<file path="src/rtl/ckc_pkg.sv">
package ckc_pkg;
  // Synchronized control pins, packed MSB first as {pd_n, refen_n, test}
  typedef struct packed {
    logic pd_n;
    logic refen_n;
    logic test;
  } ckc_pins_t;

  localparam int unsigned PIN_W = $bits(ckc_pins_t);
  // Safe idle value: powered down, reference disabled, test inactive
  localparam ckc_pins_t PIN_IDLE = '{pd_n: 1'b0, refen_n: 1'b1, test: 1'b0};
endpackage

</file>
<file path="src/rtl/ckc_sync.sv">
module ckc_sync #(
  parameter int unsigned W      = 3,
  parameter int unsigned STAGES = 2,
  parameter logic [W-1:0] RST_VAL = '0
) (
  input  logic         clk,
  input  logic         rst_n,
  input  logic [W-1:0] d,
  output logic [W-1:0] q
);
  logic [W-1:0] stg [STAGES];

  for (genvar g = 0; g < STAGES; g++) begin : g_stage
    if (g == 0) begin : g_first
      always_ff @(posedge clk or negedge rst_n) begin
        if (!rst_n) stg[g] <= RST_VAL;
        else        stg[g] <= d;
      end
    end else begin : g_next
      always_ff @(posedge clk or negedge rst_n) begin
        if (!rst_n) stg[g] <= RST_VAL;
        else        stg[g] <= stg[g-1];
      end
    end
  end

  assign q = stg[STAGES-1];
endmodule

</file>
<file path="src/rtl/ckc_lock_timer.sv">
module ckc_lock_timer #(
  parameter int unsigned LOCK_CYCLES = 80000
) (
  input  logic clk,
  input  logic rst_n,
  input  logic pd_n,
  output logic lock_done
);
  localparam int unsigned CW = $clog2(LOCK_CYCLES + 1);
  localparam logic [CW-1:0] LOAD = CW'(LOCK_CYCLES);

  logic [CW-1:0] cnt;

  // Reloaded while powered down, counts to zero once power-down ends
  always_ff @(posedge clk or negedge rst_n) begin
    if (!rst_n)           cnt <= LOAD;
    else if (!pd_n)       cnt <= LOAD;
    else if (cnt != '0)   cnt <= cnt - 1'b1;
  end

  assign lock_done = (cnt == '0);

  // power-down reloads the full wait
  a_r7_reload: assert property (@(posedge clk) disable iff (!rst_n)
    !pd_n |=> cnt == LOAD);
  // each powered-up cycle consumes exactly one count
  a_r7_step: assert property (@(posedge clk) disable iff (!rst_n)
    (pd_n && cnt != '0) |=> cnt == $past(cnt) - 1'b1);
  // once expired, the wait is not restarted while powered up
  a_r9_hold_locked: assert property (@(posedge clk) disable iff (!rst_n)
    (pd_n && lock_done) |=> lock_done);
endmodule

</file>
<file path="src/rtl/ckc_out_ctl.sv">
module ckc_out_ctl
  import ckc_pkg::*;
(
  input  logic      clk,
  input  logic      rst_n,
  input  ckc_pins_t pins,
  input  logic      lock_done,
  output logic      core_pd_req,
  output logic      main_oe,
  output logic      main_hiz,
  output logic      ref_oe,
  output logic      ref_hiz
);
  logic main_float, ref_float, run_ok;
  logic main_oe_d, ref_oe_d;

  always_comb begin
    main_float = pins.test & pins.refen_n;
    ref_float  = pins.pd_n & pins.refen_n;
    run_ok     = pins.pd_n & lock_done;
    // High impedance takes priority over enabling
    main_oe_d  = run_ok & ~main_float;
    ref_oe_d   = run_ok & ~pins.refen_n & ~ref_float;
  end

  always_ff @(posedge clk or negedge rst_n) begin
    if (!rst_n) begin
      core_pd_req <= 1'b1;
      main_oe     <= 1'b0;
      main_hiz    <= 1'b0;
      ref_oe      <= 1'b0;
      ref_hiz     <= 1'b0;
    end else begin
      core_pd_req <= ~pins.pd_n;
      main_oe     <= main_oe_d;
      main_hiz    <= main_float;
      ref_oe      <= ref_oe_d;
      ref_hiz     <= ref_float;
    end
  end

  a_r2_pd_off: assert property (@(posedge clk) disable iff (!rst_n)
    $past(!pins.pd_n) |-> (core_pd_req && !main_oe && !ref_oe));
  a_r3_ref_needs_en: assert property (@(posedge clk) disable iff (!rst_n)
    ref_oe |-> ($past(!pins.refen_n) && $past(lock_done)));
  a_r4_main_float: assert property (@(posedge clk) disable iff (!rst_n)
    $past(pins.test && pins.refen_n) |-> (main_hiz && !main_oe));
  a_r5_ref_float: assert property (@(posedge clk) disable iff (!rst_n)
    $past(pins.pd_n && pins.refen_n) |-> (ref_hiz && !ref_oe));
  a_r8_exclusive: assert property (@(posedge clk) disable iff (!rst_n)
    $countones({main_oe, main_hiz}) <= 1 && $countones({ref_oe, ref_hiz}) <= 1);
endmodule

</file>
<file path="src/rtl/ckc_clkout_ctrl.sv">
module ckc_clkout_ctrl
  import ckc_pkg::*;
#(
  parameter int unsigned SYNC_STAGES = 2,
  parameter int unsigned LOCK_CYCLES = 80000
) (
  input  logic clk_ref,
  input  logic rst_n,
  input  logic pwrdn_n,
  input  logic refen_n,
  input  logic test_i,
  output logic core_pd_req,
  output logic main_oe,
  output logic main_hiz,
  output logic ref_oe,
  output logic ref_hiz
);
  ckc_pins_t raw_pins, s_pins;
  logic [PIN_W-1:0] s_vec;
  logic lock_done;

  assign raw_pins = '{pd_n: pwrdn_n, refen_n: refen_n, test: test_i};

  ckc_sync #(
    .W      (PIN_W),
    .STAGES (SYNC_STAGES),
    .RST_VAL(PIN_IDLE)
  ) u_sync (
    .clk  (clk_ref),
    .rst_n(rst_n),
    .d    (raw_pins),
    .q    (s_vec)
  );

  assign s_pins = ckc_pins_t'(s_vec);

  ckc_lock_timer #(
    .LOCK_CYCLES(LOCK_CYCLES)
  ) u_lock (
    .clk      (clk_ref),
    .rst_n    (rst_n),
    .pd_n     (s_pins.pd_n),
    .lock_done(lock_done)
  );

  ckc_out_ctl u_out (
    .clk        (clk_ref),
    .rst_n      (rst_n),
    .pins       (s_pins),
    .lock_done  (lock_done),
    .core_pd_req(core_pd_req),
    .main_oe    (main_oe),
    .main_hiz   (main_hiz),
    .ref_oe     (ref_oe),
    .ref_hiz    (ref_hiz)
  );
endmodule

</file>
<file path="config.mk">
export PLATFORM = sky130hd
export DESIGN_NAME = ckc_clkout_ctrl
export DESIGN_NICKNAME = d
export VERILOG_FILES = /design/src/rtl/ckc_pkg.sv /design/src/rtl/ckc_sync.sv /design/src/rtl/ckc_lock_timer.sv /design/src/rtl/ckc_out_ctl.sv /design/src/rtl/ckc_clkout_ctrl.sv
export SDC_FILE = /design/constraint.sdc
export NUM_CORES = 1
export LEC_CHECK = 0
export BUFFER_PORTS_ARGS = -buffer_cell sky130_fd_sc_hd__buf_4
export CAP_MARGIN = 25
export CORE_MARGIN = 2
export CORE_UTILIZATION = 52
export DETAILED_ROUTE_END_ITERATION = 7
export GPL_TIMING_DRIVEN = 0
export PLACE_DENSITY = 0.73
export SLEW_MARGIN = 20
export SYNTH_ARGS = -nofsm -noshare
export SYNTH_HDL_FRONTEND = slang
export SYNTH_SLANG_ARGS = --single-unit
</file>
<file path="constraint.sdc">
create_clock -name clk_ref -period 1.8 [get_ports clk_ref]
set_clock_uncertainty 0.1 [all_clocks]
set_input_delay 0.18 -clock clk_ref [delete_from_list [all_inputs] [get_ports clk_ref]]
set_output_delay 0.18 -clock clk_ref [all_outputs]
set_load 0.03 [all_outputs]
</file>
Word level (Yosys, flattened, before mapping):

Index checks and enable logic that the tools add are counted.

* $add $sub $neg: 1
* equal/unequal tests: 1
* multiplexer cells: 2
* bitwise operators: 10
* reductions and logical operators: 2

Operator list (count)
* $mux 17: 2
* $logic_not 17->1: 1
* $reduce_bool 17->1: 1
* $sub 17x1->17 const B: 1
* $and 1x1->1: 6
* $not 1->1: 4
* $ne 2x1->1 const B: 1

* register bits after elaboration: 28
* output and inout bits: 5
* word-level logic and storage cells: 24

Depth between registers and ports, before layout:

* depth after elaboration: 4
* gate-level depth with buffers: 6

By module:

From an unflattened synthesis, not the netlist that was laid out.

* cells, all modules: 122
* area total of the unflattened synthesis: 1380.1 µm²

Modules (own cells, without submodules)
* ckc_lock_timer: times used 1, cells each 102, area an instance 1044.8 µm², seq. area each 431.7 µm²
* ckc_sync: times used 1, cells each 9, area an instance 175.2 µm², seq. area each 152.6 µm²
* ckc_out_ctl: times used 1, cells each 11, area an instance 160.2 µm², seq. area each 126.4 µm²

Least setup slack after synthesis:

Ideal clock, no wire load.

* kind: register -> register
* from: register u_lock.cnt[0]
* to: register u_lock.cnt[14]
* library setup time: 0.077 ns
* arrival time: 1.639 ns
* path slack: -0.016 ns
* stages on the path, launching flop included: 7
* path buffers: 0
* period minus slack after synthesis: 1.816 ns
* cells stage by stage: dfrtp_1 inv_1 ha_1 nor4b_4 nand3_2 or4_1 a21oi_1

* cells in the longest elaborated chain, start to end: 3
* elaborated cells on any way between the ends: 5
* those cells by class: 1 x add/sub; 1 x eq/ne; 2 x mux; 1 x reduce/logical

RTL lines
* start, declared: RTL line ckc_lock_timer.sv:12 `logic [CW-1:0] cnt;`
* start signal, assigned: RTL line ckc_lock_timer.sv:18 `else if (cnt != '0) cnt <= cnt - 1'b1;`
* $sub 17x1->17: RTL line ckc_lock_timer.sv:18
* $mux 17: RTL line ckc_lock_timer.sv:18
* $mux 17: RTL line ckc_lock_timer.sv:17 `else if (!pd_n) cnt <= LOAD;`

Parallel ways exist; a longest one is shown, timed or not. The select of a mux whose other input is x is not followed.
A chain may end at the register's enable or synchronous reset.

Worst setup path after layout:

Ends and elaborated chain as after synthesis.

==> results.json <==
{
  "status": "complete, but fails checks",
  "violations": "setup timing",
  "dp_hpwl_um": 1721,
  "endpoint_kind": "flop",
  "final_common_cell": "dfrtp_1",
  "drt_wl_total_um": 2691,
  "die_h_um": 53.66,
  "startpoint": "u_lock.cnt[0]",
  "cts-htree-levels": 1,
  "fill_cells": 158,
  "viasPerCell": 6.083,
  "reg2reg_from": "u_lock.cnt[0]",
  "coreArea_um2": 2276,
  "core.rowCount": 17,
  "multi_input_area_um2": 593.1,
  "fmax_mhz": 528.7,
  "clock_sinks": 28,
  "ys_warn_count": 0,
  "drv_cap": 0,
  "path_delay_family": "simple AND/OR/NAND/NOR gates",
  "io_pins": 10,
  "dieArea_um2": 2879,
  "period_needed_ns": 1.891,
  "worstSetupStartpointType": "flop",
  "detail_route.wl_per_cell_um": 15.92,
  "synthesis.area_um2": 1282,
  "ys_seq_elements": 28,
  "critPathKind": "flop to flop",
  "initial_core_util": 0.5635,
  "power_density_nw_per_um2": 908.0,
  "first_global_vias": 1018,
  "syn_inst": 116,
  "slowest_delay_ns": 0.52,
  "r2r_cells": 7,
  "crit_arrival_ns": 2.06,
  "ys_seq_area_frac": 0.5541,
  "area_delta_synth_final_pct": 24.68,
  "antenna_left": 0,
  "path_clk_slew_ns": 0.15,
  "synth_edf_count": 0,
  "globalplace.congestion": 0.8291,
  "p_leak_uw": 0.0006460,
  "drive_gt1_frac": 0.3617,
  "finalSetupViolations": 3,
  "n_antenna_cell": 0,
  "grt_pass1_wl_um": 4464,
  "ys.flop_type": "dfrtp_1",
  "final_cell_mix": "dfrtp_1, buf_4, nand2_1",
  "dp_slack_ns": -0.2109,
  "rsz0062_at_grt": "true",
  "tightestPinTransition_ns": 0.4366,
  "maxSlewHeadroom": 0.7089,
  "critPathBufInv": 2,
  "fin_nets": 148,
  "placed_cells": 153,
  "stdcell_count": 169,
  "cp_max_fo": 6,
  "synth-async-reset-ratio": 1.000,
  "numCtsBuffers": 3,
  "drtIter0Drc": 12,
  "finalCritPeriodShare": 1.051,
  "vdd_drop_max_uv": 999.7,
  "min_path_type": "input port to async pin",
  "avgSynthCellArea_um2": 11.06,
  "num_vias": 1028,
  "fp.dieW_um": 53.66,
  "fin_setup_tns_ns": -0.1873,
  "hold_violations": 0,
  "crit_required_ns": 1.97,
  "drcViolationCount": 0,
  "gr-total-overflow": 0,
  "cts_max_path_buffers": 2,
  "synth_fp_nets": 122,
  "clk-insertion-delay-late_ns": 0.32,
  "setup_slack_ns": -0.09146,
  "antenna_found_initial": 0,
  "critPathSlowestCell": "or4_4",
  "ys_types": 38,
  "cts-root-buf": "clkbuf_4",
  "cp_cell_sequence": "inv_2 -> ha_2 -> nor4b_4 -> buf_6 -> nand3_4 -> or4_4 -> a21oi_2",
  "crit_cells": 7,
  "first_pass_iters": 4,
  "drv_slew": 0,
  "port_buffers": 9,
  "utilization": 0.7026,
  "regArea_um2": 710.7,
  "cts_tree": "yes",
  "grt_usage": 0.2114,
  "grt_max_degree": 29
}
-- flip-flops by register name (all words and copies together), names as in the netlist --
register	count
u_lock.cnt	17
u_sync.q	3
u_sync.stg	3
u_out.core_pd_req	1
u_out.main_hiz	1
u_out.main_oe	1
u_out.ref_hiz	1
u_out.ref_oe	1
-- power by group --
| group | leakage (µW) | switching, µW | total (µW) | internal, µW |
|---|---|---|---|---|
| clock | 0.0000279 | 183 | 408 | 225 |
| combinational | 0.000273 | 164 | 302 | 138 |
| sequential | 0.000345 | 58.7 | 742 | 683 |
| total | 0.000646 | 406 | 1450 | 1050 |
-- per-layer routing --
metal  GRT usage  vias up  wire length, µm
met1      0.2721      519             1224
met3     0.05000        2               73
met4     0.03846        0               11
met5           0        -                0
met2      0.3638       20             1381
li1            -      487                -
-- Yosys cell counts, drive strengths merged (2+ instances only) --
cell type | count | area, µm²
o22ai | 2 | 12.51
or2 | 2 | 12.51
nor4 | 4 | 25.02
o211ai | 3 | 22.52
inv | 4 | 15.01
and2 | 4 | 26.28
dfstp | 8 | 210.2
o21ai | 7 | 35.03
a21oi | 5 | 25.02
clkbuf | 3 | 21.27
nand3 | 4 | 25.02
or4 | 3 | 22.52
or3 | 3 | 20.02
nor3 | 9 | 61.31
nand3b | 4 | 30.03
nand2 | 10 | 37.54
nand2b | 3 | 18.77
dfrtp | 20 | 500.5
nor2 | 2 | 7.510
o31ai | 4 | 30.03
-- through the flow --
step	total power [µW]	instance area, µm²	hold WS (ns)
after floorplan	906.0	1285	-0.2156
after global placement	968.6	1388	0.008648
after detailed placement	978.9	1388	0.01555
after CTS	1436	1545	0.1755
after global routing	1521	1599	0.2040
final	1452	1599	0.1742
-- final timing paths --
kind | endpoint | slack [ns]
setup / recovery | u_lock.cnt[14] | -0.09
hold / removal | u_lock.cnt[8] | 0.17
setup reg to reg | u_lock.cnt[14] | -0.09
hold reg to reg | u_sync.q[1] | 0.27
max in group asynchronous | u_sync.q[1] | 1.12
min in group clk_ref | u_sync.q[1] | 0.27
-- area by class of cell --
type,instances,area share
Sequential cell,28,0.4444
Multi-Input combinational cell,81,0.3709
Timing Repair Buffer,21,0.1072
Tap cell,28,0.02191
Clock inverter,1,0.01878
Clock buffer,3,0.01408
Buffer,3,0.01330
Inverter,4,0.009390
-- cells by family after synthesis --
kind of cell,Yosys count,synth area share
simple gates,52,0.2595
compound gates,27,0.1405
buf+inv,7,0.02829
mux,1,0.007805
flops,28,0.5541
fa+ha+maj,1,0.009755
-- timing repair --
action                                  CTS  global route
pin swaps                                 0             3
hold buffers                              4             0
setup buffers                             6             2
endpoints found under the setup margin   14            11
gates resized for setup                   5            10
endpoints found under the hold margin    31             0
(Power assumes the default switching activity.)
